$ cat config.mk
export PLATFORM = sky130hd
export DESIGN_NAME = bcast_repeater
export DESIGN_NICKNAME = d
export VERILOG_FILES = /design/src/rtl/bcast_pkg.sv /design/src/rtl/bcast_frame_tracker.sv /design/src/rtl/bcast_fwd_pipe.sv /design/src/rtl/bcast_word_deser.sv /design/src/rtl/bcast_repeater.sv
export SDC_FILE = /design/constraint.sdc
export NUM_CORES = 1
export LEC_CHECK = 0
export BUFFER_PORTS_ARGS = -buffer_cell sky130_fd_sc_hd__buf_2
export CAP_MARGIN = 15
export CELL_PAD_IN_SITES_DETAIL_PLACEMENT = 1
export CELL_PAD_IN_SITES_GLOBAL_PLACEMENT = 1
export CORE_UTILIZATION = 39
export DETAILED_ROUTE_END_ITERATION = 6
export GPL_TIMING_DRIVEN = 0
export HOLD_SLACK_MARGIN = 0.05
export PLACE_DENSITY = 0.83
export SYNTH_ARGS = -nofsm -noshare
export SYNTH_HDL_FRONTEND = slang
export SYNTH_HIERARCHICAL = 1
export SYNTH_SLANG_ARGS = --single-unit
export TNS_END_PERCENT = 1
$ cat constraint.sdc
create_clock -name clk -period 1.75 [get_ports clk]
set_input_delay 0.35 -clock clk [delete_from_list [all_inputs] [get_ports clk]]
set_output_delay 0.35 -clock clk [all_outputs]
set_load 0.1 [all_outputs]
$ cat src/rtl/bcast_pkg.sv
`timescale 1ns/1ps
package bcast_pkg;
  localparam int unsigned DEF_LINKS = 8;
  localparam int unsigned DEF_WORD  = 32;
  localparam int unsigned DEF_LAT   = 4;
endpackage

$ cat src/rtl/bcast_frame_tracker.sv
`timescale 1ns/1ps
module bcast_frame_tracker #(
  parameter int unsigned WORD_W = 32
) (
  input  logic clk,
  input  logic rst,
  input  logic bit_in,
  output logic frm_start,
  output logic frm_data,
  output logic frm_last
);
  localparam int unsigned CNT_W = $clog2(WORD_W + 1);

  logic [CNT_W-1:0] left_q;

  // A marker is only recognised when no data bits are still owed.
  assign frm_start = (left_q == '0) && bit_in;
  assign frm_data  = (left_q != '0);
  assign frm_last  = (left_q == CNT_W'(1));

  always_ff @(posedge clk) begin
    if (rst) begin
      left_q <= '0;
    end else if (frm_start) begin
      left_q <= CNT_W'(WORD_W);
    end else if (frm_data) begin
      left_q <= left_q - CNT_W'(1);
    end
  end

  AST_READY_AFTER_LAST: assert property (@(posedge clk) disable iff (rst)
    frm_last |=> (left_q == '0)) else $error("tracker not ready after last bit");

  AST_COUNT_BOUND: assert property (@(posedge clk) disable iff (rst)
    frm_data |=> (left_q < CNT_W'(WORD_W))) else $error("data bit restarted count");
endmodule

$ cat src/rtl/bcast_fwd_pipe.sv
`timescale 1ns/1ps
module bcast_fwd_pipe #(
  parameter int unsigned N_LINKS = 8,
  parameter int unsigned LAT     = 4
) (
  input  logic               clk,
  input  logic               rst,
  input  logic               din,
  input  logic [N_LINKS-1:0] lane_en,
  output logic [N_LINKS-1:0] dout
);
  localparam int unsigned PRE = LAT - 1;

  logic [PRE-1:0] stg_q;

  always_ff @(posedge clk) begin
    if (rst) begin
      stg_q <= '0;
    end else begin
      stg_q[0] <= din;
      for (int j = 1; j < PRE; j++) stg_q[j] <= stg_q[j-1];
    end
  end

  // The last stage is one output register per lane.
  for (genvar i = 0; i < N_LINKS; i++) begin : g_lane
    always_ff @(posedge clk) begin
      if (rst) dout[i] <= 1'b0;
      else     dout[i] <= stg_q[PRE-1] & lane_en[i];
    end
  end
endmodule

$ cat src/rtl/bcast_word_deser.sv
`timescale 1ns/1ps
module bcast_word_deser #(
  parameter int unsigned WORD_W = 32
) (
  input  logic              clk,
  input  logic              rst,
  input  logic              bit_in,
  input  logic              frm_data,
  input  logic              frm_last,
  output logic              word_valid,
  output logic [WORD_W-1:0] word_out
);
  logic [WORD_W-1:0] sh_q;

  always_ff @(posedge clk) begin
    if (rst) begin
      sh_q       <= '0;
      word_out   <= '0;
      word_valid <= 1'b0;
    end else begin
      word_valid <= frm_last;
      if (frm_data) sh_q <= {bit_in, sh_q[WORD_W-1:1]};
      if (frm_last) word_out <= {bit_in, sh_q[WORD_W-1:1]};
    end
  end

  AST_VALID_PULSE: assert property (@(posedge clk) disable iff (rst)
    word_valid |=> !word_valid) else $error("valid longer than one cycle");

  AST_WORD_HOLD: assert property (@(posedge clk) disable iff (rst)
    !word_valid |-> $stable(word_out)) else $error("word moved without valid");
endmodule

$ cat src/rtl/bcast_repeater.sv
`timescale 1ns/1ps
module bcast_repeater
  import bcast_pkg::*;
#(
  parameter int unsigned N_LINKS = DEF_LINKS,
  parameter int unsigned WORD_W  = DEF_WORD,
  parameter int unsigned LAT     = DEF_LAT,
  localparam int unsigned SRC_W  = $clog2(N_LINKS)
) (
  input  logic               clk,
  input  logic               rst,
  input  logic [SRC_W-1:0]   cfg_src,
  input  logic [N_LINKS-1:0] cfg_mask,
  input  logic [N_LINKS-1:0] link_in,
  output logic [N_LINKS-1:0] link_out,
  output logic               rx_valid,
  output logic [WORD_W-1:0]  rx_word
);
  localparam int unsigned DRAIN  = WORD_W + LAT;
  localparam int unsigned DR_W   = $clog2(DRAIN + 1);
  localparam int unsigned WARM_W = $clog2(LAT + 1);

  logic [SRC_W-1:0]   src_q;
  logic [N_LINKS-1:0] lane_q;
  logic [DR_W-1:0]    drain_q;
  logic [N_LINKS-1:0] cfg_src_oh;
  logic               sel_bit, busy;
  logic               frm_start, frm_data, frm_last;

  assign sel_bit = link_in[src_q];
  assign busy    = (drain_q != '0);

  always_comb begin
    cfg_src_oh          = '0;
    cfg_src_oh[cfg_src] = 1'b1;
  end

  // Configuration is taken in only when nothing is in flight or starting.
  always_ff @(posedge clk) begin
    if (rst) begin
      src_q  <= '0;
      lane_q <= '0;
    end else if (!busy && !sel_bit) begin
      src_q  <= cfg_src;
      lane_q <= cfg_mask & ~cfg_src_oh;
    end
  end

  // Covers a frame from its marker until its last bit leaves the outputs.
  always_ff @(posedge clk) begin
    if (rst)            drain_q <= '0;
    else if (frm_start) drain_q <= DR_W'(DRAIN);
    else if (busy)      drain_q <= drain_q - DR_W'(1);
  end

  bcast_frame_tracker #(.WORD_W(WORD_W)) u_track (
    .clk(clk), .rst(rst), .bit_in(sel_bit),
    .frm_start(frm_start), .frm_data(frm_data), .frm_last(frm_last)
  );

  bcast_fwd_pipe #(.N_LINKS(N_LINKS), .LAT(LAT)) u_fwd (
    .clk(clk), .rst(rst), .din(sel_bit), .lane_en(lane_q), .dout(link_out)
  );

  bcast_word_deser #(.WORD_W(WORD_W)) u_deser (
    .clk(clk), .rst(rst), .bit_in(sel_bit), .frm_data(frm_data),
    .frm_last(frm_last), .word_valid(rx_valid), .word_out(rx_word)
  );

  // ---------------- assertions ----------------
  logic [WARM_W-1:0]  warm_q;
  logic [N_LINKS-1:0] src_oh_q;

  always_ff @(posedge clk) begin
    if (rst)                         warm_q <= '0;
    else if (warm_q != WARM_W'(LAT)) warm_q <= warm_q + WARM_W'(1);
  end

  always_comb begin
    src_oh_q        = '0;
    src_oh_q[src_q] = 1'b1;
  end

  if (LAT == 4) begin : g_lat_chk
    AST_FWD_LATENCY: assert property (@(posedge clk) disable iff (rst)
      (warm_q == WARM_W'(LAT)) |-> (link_out == ($past(sel_bit, 4) ? lane_q : '0)))
      else $error("forward latency broken");
  end

  AST_LANE_QUIET: assert property (@(posedge clk) disable iff (rst)
    (link_out & ~lane_q) == '0) else $error("disabled lane active");

  AST_SRC_QUIET: assert property (@(posedge clk) disable iff (rst)
    (link_out & src_oh_q) == '0) else $error("source lane echoed");

  AST_CFG_HOLD: assert property (@(posedge clk) disable iff (rst)
    (busy || sel_bit) |=> ($stable(src_q) && $stable(lane_q)))
    else $error("config changed during frame");
endmodule

Word-level counts from Yosys, hierarchy flattened
Index checks and enable logic that the tools add are counted.
{"block": "word_totals", "out_inout_bits": 41, "wordCells": 53, "register_bits": 99, "inputBits": 21}
{"block": "op_classes", "n_addsub": 2, "reduce_logical": 11, "muxes": 8, "order_cmp": 3, "n_eq_ne": 1, "bitwise_logic": 10}
{"operator": "6-bit 2-to-1 mux", "count": 4}
{"operator": "6-bit nonzero test", "count": 2}
{"operator": "6-bit by 1-bit subtractor with 6-bit output, second input constant", "count": 2}
{"operator": "1-bit bitwise AND", "count": 8}
{"operator": "8-bit bitwise AND", "count": 1}
{"operator": "3-bit by 4-bit less-than comparator with 1-bit output, second input constant", "count": 2}
{"operator": "8-bit NOT", "count": 1}
{"operator": "6-bit by 1-bit equality test with 1-bit output, second input constant", "count": 1}
{"operator": "6-bit logical NOT", "count": 1}
{"operator": "2-bit nonzero test", "count": 2}
{"operator": "1-bit binary-select mux with 3-bit select", "count": 1}
{"operator": "1-bit demux with 3-bit select", "count": 1}
{"operator": "3-bit by 1-bit greater-or-equal comparator with 1-bit output, second input constant", "count": 1}
{"operator": "1-bit logical AND", "count": 3}
{"operator": "1-bit logical NOT", "count": 2}
{"operator": "1-bit 2-to-1 mux", "count": 2}
{"operator": "2-bit OR reduction", "count": 1}

Depth between registers and ports, before layout
Gate-level depths: netlist (run 1).
{"block": "depth", "ltp_word": 6, "mapped_depth": 9}

Modules after synthesis
Netlist (run 1), hierarchy kept.
{"mod": "bcast_word_deser", "n_inst": 1, "area_each_um2": 2309.7, "cells_each": 206, "seq_area_each_um2": 1281.2}
{"mod": "bcast_repeater", "n_inst": 1, "area_each_um2": 874.6, "cells_each": 100, "seq_area_each_um2": 340.3}
{"mod": "bcast_frame_tracker", "n_inst": 1, "area_each_um2": 350.3, "cells_each": 35, "seq_area_each_um2": 120.1}
{"mod": "bcast_fwd_pipe", "n_inst": 1, "area_each_um2": 320.3, "cells_each": 23, "seq_area_each_um2": 220.2}

Worst setup path after synthesis (run 1)
Ideal clock, no wire load.
{"block": "synth_path", "kind": "register to register", "start": "reg drain_q[0]", "end": "reg lane_q[3]", "path_slack_ps": -31, "path_stages_with_launch": 8, "period_less_slack_ps": 1781, "arrival_ps": 1649, "required_ps": 1618, "cell_sequence": "dfxtp_1 -> inv_1 -> ha_1 -> or3b_4 -> or3_4 -> buf_6 -> o21ai_0 -> o41ai_1"}
{"block": "synth_via", "elab_chain_cells": 3}
{"item": "start, declared", "line": "bcast_repeater.sv:25", "text": "logic [DR_W-1:0] drain_q;"}
{"item": "start signal, assigned", "line": "bcast_repeater.sv:52", "text": "else if (frm_start) drain_q <= DR_W'(DRAIN);"}
{"item": "start signal, assigned", "line": "bcast_repeater.sv:53", "text": "else if (busy) drain_q <= drain_q - DR_W'(1);"}
{"item": "6-bit nonzero test", "line": "bcast_repeater.sv:31", "text": "assign busy = (drain_q != '0);"}
{"item": "1-bit logical NOT", "line": "bcast_repeater.sv:43", "text": "end else if (!busy && !sel_bit) begin"}
{"item": "1-bit logical AND", "line": "bcast_repeater.sv:43"}
{"item": "end signal, assigned", "line": "bcast_repeater.sv:45", "text": "lane_q <= cfg_mask & ~cfg_src_oh;"}
{"item": "end, declared", "line": "bcast_repeater.sv:24", "text": "logic [N_LINKS-1:0] lane_q;"}
No other way between the ends.
A chain may end at the register's enable or synchronous reset.

Worst setup path after layout (run 1)
{"block": "layout_path", "start": "reg src_q[0]", "end": "reg drain_q[0]"}
{"block": "layout_via", "elab_chain_cells": 4}
{"item": "start, declared", "line": "bcast_repeater.sv:23", "text": "logic [SRC_W-1:0] src_q;"}
{"item": "start signal, assigned", "line": "bcast_repeater.sv:44", "text": "src_q <= cfg_src;"}
{"item": "1-bit binary-select mux with 3-bit select", "line": "bcast_repeater.sv:30", "text": "assign sel_bit = link_in[src_q];"}
{"item": "1-bit 2-to-1 mux (not written as such)", "line": "bcast_repeater.sv:30"}
{"item": "via sel_bit", "line": "bcast_repeater.sv:27", "text": "logic sel_bit, busy;"}
{"item": "1-bit logical AND", "line": "bcast_frame_tracker.sv:17", "text": "assign frm_start = (left_q == '0) && bit_in;"}
{"item": "via frm_start", "line": "bcast_repeater.sv:28", "text": "logic frm_start, frm_data, frm_last;"}
{"item": "2-bit OR reduction (no source line)"}
The timed path passes the listed nets, and every way through them passes these cells. The select of a mux whose other input is x is not followed.

==> flow_metrics.py, run 1 <==
metrics = {
    "status": {
        "outcome": "complete, but fails checks",
        "violations": "setup timing",
    },
    "floorplanning": {
        "die_area_sq_um": 10290,
        "io_pins": 62,
        "core_sq_um": 9415,
        "die_h_microns": 101.4,
        "die_w_microns": 101.4,
        "num_rows": 35,
        "start_util_pct": 40.94,
    },
    "power_and_ir_drop": {
        "ir_drop_v": 0.0006583,
        "p_leak_nw": 2.078,
        "p_per_area_nw_per_um2": 1544,
    },
    "clocking": {
        "path_clk_slew_ns": 0.10,
        "cts_hold_repair.buffers": 0,
        "htreeDepth": 3,
        "worstSkewPairLatency_ns": 0.36,
        "cts_buffer_depth": 2,
        "clkSinkCount": 98,
        "cts_tree": "built",
        "cts_inserted_buffers": 9,
        "clockRootBuffer": "clkbuf_8",
    },
    "timing": {
        "hold_viol_final": 0,
        "final.min_clock_period_ns": 1.878,
        "max_freq_mhz": 532.5,
        "finalCritPeriodShare_pct": 107.3,
        "grt_setup_unrepaired": "true",
        "maxSlewViolCount": 0,
        "setup_ws_ns": -0.1280,
        "setup_viol": 33,
        "finClkSkew_ns": 0.01145,
        "setup_tns_ns": -1.843,
        "slew_headroom_pct": 65.75,
        "tightest_slew_ns": 0.5173,
    },
    "yosys": {
        "synthFlopType": "dfxtp_1",
        "synthXorXnorAreaFrac_pct": 0.9088,
        "syn_area_sq_um": 3855,
        "yosysSeqAreaShare_pct": 50.89,
        "synth_cells": 364,
        "synthArstFlopShare_pct": 0,
        "synth_area_per_cell_sq_um": 10.59,
        "synth_nets": 389,
        "synth_cell_type_count": 45,
        "synth_mux_area_share_pct": 18.24,
        "synth_warnings": 6,
        "synth_edf_count": 0,
        "synth_compound_area_share_pct": 5.810,
        "synth-simple-area-share_pct": 16.36,
        "synth_seq_cells": 98,
        "synth_top_family_by_area": "multiplexers",
        "synth_fa_ha_area_share_pct": 1.298,
    },
    "critical_path": {
        "setup.worst_path.class": "reg2reg",
        "crit_end": "drain_q[0]$_SDFFE_PP0P_",
        "arrival_ns": 2.12,
        "crit_start": "src_q[0]$_SDFFE_PP0P_",
        "cp-end-kind": "flip-flop",
        "r2r-end": "drain_q[0]$_SDFFE_PP0P_",
        "r2r-start": "src_q[0]$_SDFFE_PP0P_",
        "r2r_slack_ns": -0.13,
        "cp_data_required_time_ns": 1.99,
        "path_max_fanout": 5,
        "r2r_cells": 8,
        "start_kind": "flip-flop",
    },
    "route": {
        "drt_iter0_markers": 62,
        "via_count": 2853,
        "avgViaCountPerCell": 4.919,
        "drcViolationCount": 0,
        "wl_per_cell_microns": 14.98,
        "wl_mm": 8.690,
        "antenna_left": 0,
        "first_pass_iters": 4,
    },
    "place": {
        "pre_cts_ws_ns": -0.2028,
        "portBuffers": 58,
        "place_area_sq_um": 4324,
        "dp.cells": 551,
        "gp_congestion": 0.7635,
        "dp_hpwl_mm": 5.726,
    },
    "final_layout": {
        "finalNetCount": 471,
        "drive_above_1_share_pct": 31.71,
        "utilization_pct": 50.43,
        "finalInstanceArea_sq_um": 4748,
        "final_common_cell": "dfxtp_1",
        "final_cells": 580,
        "syn_to_final_growth_pct": 23.17,
        "final_cell_mix": "dfxtp_1 (90), mux2i_1 (67), nor2_1 (66)",
        "antenna_cells": 0,
    },
    "grt": {
        "grt_max_degree": 19,
        "grt_usage_pct": 17.61,
        "antenna_found_initial": 0,
        "grt_pass1_vias": 2910,
        "grt_pass1_wl_mm": 13.90,
        "grt-ovfl-total": 0,
    },
    "hold_path": {
        "hold_path_class": "in2reg",
    },
    "job": {
        "maxCapViolations": 0,
    },
}
==> cells in the mapped netlist (2+ instances only) <==
master | n | share of area, %
nor3_1 | 4 | 0.52
inv_2 | 2 | 0.19
o21ai_1 | 2 | 0.26
clkbuf_1 | 11 | 1.1
nor3b_1 | 2 | 0.39
inv_1 | 6 | 0.58
buf_8 | 3 | 1.2
buf_4 | 4 | 0.78
nand3_1 | 4 | 0.52
nor2b_1 | 5 | 0.81
nand4_1 | 9 | 1.5
a21oi_1 | 13 | 1.7
a21o_2 | 2 | 0.45
xnor2_1 | 4 | 0.91
nand2_1 | 3 | 0.29
nor2_1 | 67 | 6.5
a211oi_1 | 2 | 0.39
or3b_2 | 3 | 0.68
mux2i_1 | 68 | 18
ha_1 | 4 | 1.3
o21ai_0 | 11 | 1.4
nand3b_1 | 3 | 0.58
buf_12 | 3 | 1.6
and3b_1 | 8 | 1.8
dfxtp_1 | 98 | 51
buf_6 | 3 | 0.88
buf_2 | 2 | 0.26
==> worst max-delay path, cell delays in order, from the launching register on <==
cell        delay, ns
dfxtp_4          0.38
mux2i_2          0.15
mux4_2           0.53
inv_4            0.10
buf_8            0.11
clkinvlp_4       0.11
nor2_4           0.21
buf_6            0.12
nor3_1           0.04
==> final cells by class <==
type,instances,area (sq um)
fillers,1084,4667
flip-flops and latches,98,1974
multi-input cells,232,1709
repair buffers,72,430.4
plain buffers,25,249.0
well taps,129,161.4
clock buffers,9,123.9
clock inverters,7,61.31
inverters,8,38.79
==> metal layers <==
metal	track usage (%)	share of wire [%]	vias up
met2	30.98	50	65
met1	21.11	45	1360
met5	0	0	-
met4	5.797	1.4	0
li1	-	-	1415
met3	4.210	3.9	13
==> sequential cells by signal (all words and copies together) (netlist names) <==
name,flops
lane_q,8
u_deser/word_out,32
u_track/left_q,6
drain_q,6
u_fwd/stg_q,3
src_q,3
u_deser/sh_q,31
u_deser/word_valid,1
u_fwd/dout,8
==> kinds of logic (layout without fill, tap and decap cells) <==
group / after synthesis / count (layout)
flip-flops: 98 / 98
AND/OR/NAND/NOR: 119 / 119
XOR/XNOR: 4 / 4
AO/OA/AOI/OAI: 36 / 36
multiplexers: 69 / 69
adder cells (fa/ha/maj): 4 / 4
buffers and inverters: 34 / 121
==> worst min path at each step <==
stage / startpoint / cells past startpoint / end
6_report: cfg_mask[4] / 3 / lane_q[4]$_SDFFE_PP0P_
5_1_grt: cfg_mask[4] / 3 / lane_q[4]$_SDFFE_PP0P_
4_1_cts: cfg_mask[4] / 3 / lane_q[4]$_SDFFE_PP0P_
3_5_place_dp: u_fwd/stg_q[0]$_SDFF_PP0_ / 1 / u_fwd/stg_q[1]$_SDFF_PP0_
3_3_place_gp: u_fwd/stg_q[0]$_SDFF_PP0_ / 1 / u_fwd/stg_q[1]$_SDFF_PP0_
2_1_floorplan: u_fwd/stg_q[0]$_SDFF_PP0_ / 1 / u_fwd/stg_q[1]$_SDFF_PP0_
==> report_power, final <==
group | internal [mW] | switching (mW)
Clock | 0.544 | 0.837
Sequential | 2.47 | 0.219
Combinational | 1.66 | 1.61
==> metrics by stage <==
| step | total power, mW | hold WS (ns) |
|---|---|---|
| floorplan | 4.813 | 0.4138 |
| global placement | 5.175 | 0.4183 |
| detailed placement | 5.297 | 0.4296 |
| CTS | 7.205 | 0.2360 |
| global route | 7.706 | 0.2487 |
| finish | 7.333 | 0.2464 |
==> repair_timing <==
action,4_1_cts,5_1_grt
setup buffers,9,4
pin swaps,7,6
gates cloned,1,0
endpoints found under the setup margin,79,82
gates resized for setup,27,12
Power figures use the tool's default switching activity.
==> run 2, diff against run 1 <==
--- a/config.mk
+++ b/config.mk
@@ -15,3 +15,4 @@
 export HOLD_SLACK_MARGIN = 0.05
-export PLACE_DENSITY = 0.83
+export PLACE_DENSITY_LB_ADDON = 0.05
+export SLEW_MARGIN = 20
 export SYNTH_ARGS = -nofsm -noshare
==> constraint.sdc (replaced) <==
create_clock -name clk -period 1.75 [get_ports clk]
set_input_delay 0.175 -clock clk [delete_from_list [all_inputs] [get_ports clk]]
set_output_delay 0.175 -clock clk [all_outputs]
set_load 0.1 [all_outputs]
==> run 2 against run 1 <==
The run still ends with setup timing left. Via count decreased by 2.7%. Combinational power fell by 15%. Clock power up 7%. Wire length shrank 8.0%. First-iteration DRC count down 50%. Global-route usage is 0.64 points lower. Sequential share of layout area rose by 1.3 points.
==> flow_metrics.py, run 2 (synthesis results as in run 1) <==
metrics = {
    "route": {
        "drt_iter0_markers": 31,
        "wl_met3_microns": 212,
        "via_count": 2775,
        "wl_per_cell_microns": 14.02,
        "antenna_left": 0,
        "first_pass_iters": 4,
        "routedLengthMet1_mm": 3.869,
        "routed-wl-met2_mm": 3.792,
        "avgViaCountPerCell": 4.868,
        "drcViolationCount": 0,
        "top_layer_used": "met4",
        "wl_mm": 7.993,
    },
    "place": {
        "portBuffers": 58,
        "place_area_sq_um": 4324,
        "gp_congestion": 0.7662,
        "dp_hpwl_mm": 5.591,
        "pre_cts_ws_ns": -0.2294,
    },
    "floorplanning": {
        "io_pins": 62,
        "start_util_pct": 40.94,
        "core_sq_um": 9415,
        "die_h_microns": 101.4,
        "die_w_microns": 101.4,
        "num_rows": 35,
        "die_area_sq_um": 10290,
    },
    "final_layout": {
        "finalNetCount": 462,
        "antenna_cells": 0,
        "syn_to_final_growth_pct": 19.34,
        "final_cell_mix": "dfxtp_1 (93), mux2i_1 (68), nor2_1 (67)",
        "final_common_cell": "dfxtp_1",
        "top_register": "u_deser/word_out",
        "finalInstanceArea_sq_um": 4601,
        "drive_above_1_share_pct": 27.66,
        "reg_top3": "u_deser/word_out x32, u_deser/sh_q x31",
        "largest_reg_flops": 32,
    },
    "power_and_ir_drop": {
        "comb_power_share_pct": 40.1,
        "clkPwrFrac_pct": 21.3,
        "ir_drop_v": 0.0007706,
        "pwr-share-seq_pct": 38.6,
        "p_leak_nw": 2.007,
        "p_sw_mw": 2.395,
        "p_per_area_nw_per_um2": 1495,
        "swShare_pct": 34.81,
        "power.internal_mw": 4.484,
    },
    "timing": {
        "grt_setup_unrepaired": "true",
        "setup_tns_ns": -0.9814,
        "finalCritPeriodShare_pct": 105.5,
        "maxSlewViolCount": 0,
        "hold_viol_final": 0,
        "setup_ws_ns": -0.09689,
        "finClkSkew_ns": 0.008774,
        "max_freq_mhz": 541.5,
        "final.min_clock_period_ns": 1.847,
        "slew_headroom_pct": 67.44,
        "tightest_slew_ns": 0.4917,
        "setup_viol": 15,
    },
    "critical_path": {
        "cpPeakStageDelay_ns": 0.40,
        "path_delay_family": "simple AND/OR/NAND/NOR gates",
        "setup.worst_path.class": "reg2reg",
        "worst-path-stages": 7,
        "cp-end-kind": "flip-flop",
        "cp_data_required_time_ns": 1.99,
        "cp_cell_sequence": "inv_2, ha_4, or3b_4, or3_4, buf_6, o21ai_2, a21oi_1",
        "cp_num_buf_inv": 2,
        "path_max_fanout": 10,
        "arrival_ns": 2.08,
        "start_kind": "flip-flop",
        "r2r_cells": 7,
        "critPathSlowestCell": "or3b_4",
    },
    "status": {
        "outcome": "complete, but fails checks",
        "violations": "setup timing",
    },
    "job": {
        "maxCapViolations": 0,
    },
    "clocking": {
        "clkSinkCount": 98,
        "clockRootBuffer": "clkbuf_8",
        "cts_inserted_buffers": 9,
        "cts_tree": "built",
        "htreeDepth": 3,
        "cts_buffer_depth": 2,
        "path_clk_slew_ns": 0.10,
        "worstSkewPairLatency_ns": 0.36,
        "cts_hold_repair.buffers": 0,
    },
    "hold_path": {
        "hold_path_class": "in2reg",
        "hold_depth": 3,
    },
    "grt": {
        "grt_max_degree": 17,
        "antenna_found_initial": 0,
        "grt_pass1_vias": 2808,
        "grt-ovfl-total": 0,
        "grt_pass1_wl_mm": 13.62,
        "grt_usage_pct": 16.97,
    },
}
==> run 2: changes by cell type in the layout (fill, tap and decap cells not counted), moves of 2 or more <==
| cell | before | now |
|---|---|---|
| buf_4 | 11 | 5 |
| o21ai_2 | 7 | 2 |
| buf_8 | 3 | 1 |
| inv_4 | 2 | 0 |
| inv_8 | 2 | 0 |
| inv_2 | 3 | 5 |
| dfxtp_1 | 90 | 93 |
| dfxtp_2 | 7 | 4 |
| o21ai_1 | 5 | 9 |
==> run 2: final cells by class <==
cell class	instances	area [sq um]
clock buffers	10	127.6
multi-input cells	232	1667
flip-flops and latches	98	1971
fillers	1066	4815
plain buffers	26	252.7
inverters	8	33.78
well taps	129	161.4
repair buffers	62	324.1
clock inverters	5	63.81
==> run 2: what timing repair did <==
| item | in CTS | in global routing |
|---|---|---|
| hold endpoints to repair | 0 | 0 |
| gates cloned | 0 | 0 |
| resized for setup | 11 | 8 |
| buffers inserted | 4 | 0 |
| pin swaps | 3 | 1 |
| endpoints found under the setup margin | 79 | 49 |
==> run 2: worst min-delay path, stage by stage <==
cell and delay (ns):
buf_2 0.10, nand4_1 0.06, a21oi_1 0.06
==> run 2: routing by layer <==
metal | vias up | global-route usage [%]
met4 | 0 | 6.355
met1 | 1332 | 21.56
met3 | 9 | 2.830
met5 | - | 0
li1 | 1392 | -
met2 | 42 | 28.94
==> run 2: stage by stage <==
stage                     utilization, %  hold slack, ns  power, mW  instances
final                              48.86         0.06567      6.879        570
after global routing               48.86         0.05606      7.298        570
after CTS                          48.61         0.05558      6.888        570
after detailed placement           45.93          0.4274      5.270        551
after global placement             45.93          0.4314      5.223        551
after floorplan                        -          0.2412      4.813        364
==> run 2: power groups by stage <==
stage               clock [mW]  sequential (mW)  combinational, mW
floorplan                    0             2.77               2.04
finish                    1.47             2.66               2.76
CTS                       1.52             2.65               2.72
global placement             0             2.69               2.53
detailed placement           0             2.70               2.57
global route              1.62             2.70               2.98
==> run 2: worst paths after layout <==
path,from,slack [ns],end
setup / recovery,drain_q[0]$_SDFFE_PP0P_,-0.1,lane_q[1]$_SDFFE_PP0P_
hold / removal,cfg_mask[2],0.07,lane_q[2]$_SDFFE_PP0P_
setup reg to reg,drain_q[0]$_SDFFE_PP0P_,-0.1,lane_q[1]$_SDFFE_PP0P_
hold reg to reg,u_fwd/stg_q[0]$_SDFF_PP0_,0.46,u_fwd/stg_q[1]$_SDFF_PP0_
==> run 3, diff against run 2 <==
MAX_ROUTING_LAYER = met4   (was unset)
==> run 3 against run 2 <==
The run still ends with setup timing left. Clock power hardly changed. Power is 0.26% lower. Hold slack hardly changed. Critical path depth stayed put. Non-clock buffer count stayed put.
==> flow_metrics.py, run 3 (synthesis results as in run 1) <==
metrics = {
    "clocking": {
        "clockRootBuffer": "clkbuf_8",
        "worstSkewPairLatency_ns": 0.36,
        "cts_inserted_buffers": 9,
        "cts_buffer_depth": 2,
        "cts_tree": "built",
        "htreeDepth": 3,
        "clkSinkCount": 98,
        "path_clk_slew_ns": 0.10,
    },
    "timing": {
        "maxSlewViolCount": 0,
        "tightest_slew_ns": 0.4817,
        "setup_ws_ns": -0.1005,
        "slew_headroom_pct": 67.89,
        "grt_setup_unrepaired": "true",
        "finalCritPeriodShare_pct": 105.7,
        "max_freq_mhz": 540.4,
        "final.min_clock_period_ns": 1.850,
        "hold_viol_final": 0,
        "finClkSkew_ns": 0.008054,
        "setup_viol": 15,
    },
    "route": {
        "antenna_left": 0,
        "drcViolationCount": 0,
        "wl_per_cell_microns": 14.04,
        "drt_iter0_markers": 32,
        "first_pass_iters": 4,
        "avgViaCountPerCell": 4.898,
        "wl_mm": 8.002,
        "via_count": 2792,
    },
    "critical_path": {
        "cp_data_required_time_ns": 1.99,
        "r2r_cells": 7,
        "cp_cell_sequence": "inv_2, ha_4, or3b_4, or3_4, buf_6, o21ai_2, a21oi_1",
        "cpPeakStageDelay_ns": 0.40,
        "start_kind": "flip-flop",
        "cp-end-kind": "flip-flop",
        "critPathSlowestCell": "or3b_4",
        "arrival_ns": 2.09,
        "path_max_fanout": 10,
        "setup.worst_path.class": "reg2reg",
    },
    "power_and_ir_drop": {
        "p_leak_nw": 2.005,
        "ir_drop_v": 0.0007704,
        "p_per_area_nw_per_um2": 1493,
    },
    "final_layout": {
        "reg_top3": "u_deser/word_out x32, u_deser/sh_q x31",
        "utilization_pct": 48.81,
        "syn_to_final_growth_pct": 19.21,
        "finalNetCount": 462,
        "multi_input_area_sq_um": 1667,
        "largest_reg_flops": 32,
        "final_cells": 570,
        "final_common_cell": "dfxtp_1",
        "fillCellCount": 1067,
        "drive_above_1_share_pct": 27.66,
        "register_area_sq_um": 1971,
        "final_cell_mix": "dfxtp_1 (93), mux2i_1 (68), nor2_1 (67)",
        "antenna_cells": 0,
        "top_register": "u_deser/word_out",
    },
    "floorplanning": {
        "die_h_microns": 101.4,
        "start_util_pct": 40.94,
        "core_sq_um": 9415,
        "die_w_microns": 101.4,
        "num_rows": 35,
        "die_area_sq_um": 10290,
        "io_pins": 62,
    },
    "status": {
        "violations": "setup timing",
        "outcome": "complete, but fails checks",
    },
    "place": {
        "portBuffers": 58,
        "gp_congestion": 0.7764,
        "pre_cts_ws_ns": -0.2294,
        "dp_hpwl_mm": 5.591,
        "dp.cells": 551,
    },
    "grt": {
        "grt_pass1_vias": 2813,
        "antenna_found_initial": 0,
        "grt_pass1_wl_mm": 13.60,
        "grt_usage_pct": 17.51,
        "grt-ovfl-total": 0,
        "grt_max_degree": 17,
    },
    "hold_path": {
        "hold_path_class": "in2reg",
        "hold_depth": 3,
    },
    "job": {
        "maxCapViolations": 0,
    },
}
[run 3: cell types whose count changed in the layout (fill, tap and decap cells not counted)]
cell    previous run  this run
buf_12             6         5
buf_8              1         2
[run 3: routing by layer]
layer / GRT usage, % / vias up / routed length (microns)
li1: - / 1395 / -
met1: 21.61 / 1339 / 3877
met2: 28.99 / 48 / 3804
met3: 2.692 / 10 / 204
met4: 6.355 / 0 / 115
met5: - / - / 0
[run 3: layout make-up]
type | instances | area share (%)
plain buffers | 26 | 5.391
clock buffers | 10 | 2.777
clock inverters | 5 | 1.389
inverters | 8 | 0.7351
multi-input cells | 232 | 36.26
flip-flops and latches | 98 | 42.88
well taps | 129 | 3.512
repair buffers | 62 | 7.051
[run 3: final timing paths]
kind | start | to | slack (ns)
setup / recovery | drain_q[0]$_SDFFE_PP0P_ | lane_q[1]$_SDFFE_PP0P_ | -0.10
hold / removal | cfg_mask[5] | lane_q[5]$_SDFFE_PP0P_ | 0.07
setup reg to reg | drain_q[0]$_SDFFE_PP0P_ | lane_q[1]$_SDFFE_PP0P_ | -0.10
hold reg to reg | u_fwd/stg_q[0]$_SDFF_PP0_ | u_fwd/stg_q[1]$_SDFF_PP0_ | 0.46
[run 3: power by group]
part           switching [mW]  total [mW]  internal (mW)  leakage (nW)
Combinational            1.40        2.74           1.33          1.12
Sequential              0.191        2.66           2.47         0.796
Clock                   0.799        1.47          0.667        0.0934
Total                    2.39        6.86           4.47          2.00
[run 3: stage by stage]
stage | TNS [ns] | total power [mW] | area [sq um] | hold WS [ns]
2_1_floorplan | -0.005213 | 4.813 | 3872 | 0.2412
3_3_place_gp | -2.598 | 5.223 | 4324 | 0.4314
3_5_place_dp | -5.000 | 5.270 | 4324 | 0.4274
4_1_cts | -0.8884 | 6.888 | 4577 | 0.05558
5_1_grt | -2.695 | 7.277 | 4596 | 0.05606
6_report | -1.028 | 6.861 | 4596 | 0.06608
[run 3: worst max-delay path, delay by kind of cell (launching register included)]
kind / cells / cell delay (ns)
AO/OA/AOI/OAI: 2 / 0.20
flip-flops: 1 / 0.34
adder cells (fa/ha/maj): 1 / 0.14
buffers and inverters: 2 / 0.25
AND/OR/NAND/NOR: 2 / 0.80
[run 3: what timing repair did]
item | CTS | global route
buffers inserted | 4 | 0
setup endpoints to repair | 79 | 49
hold buffers | 0 | 0
pin swaps | 3 | 1
gates resized for setup | 11 | 7
hold endpoints to repair | 0 | 0
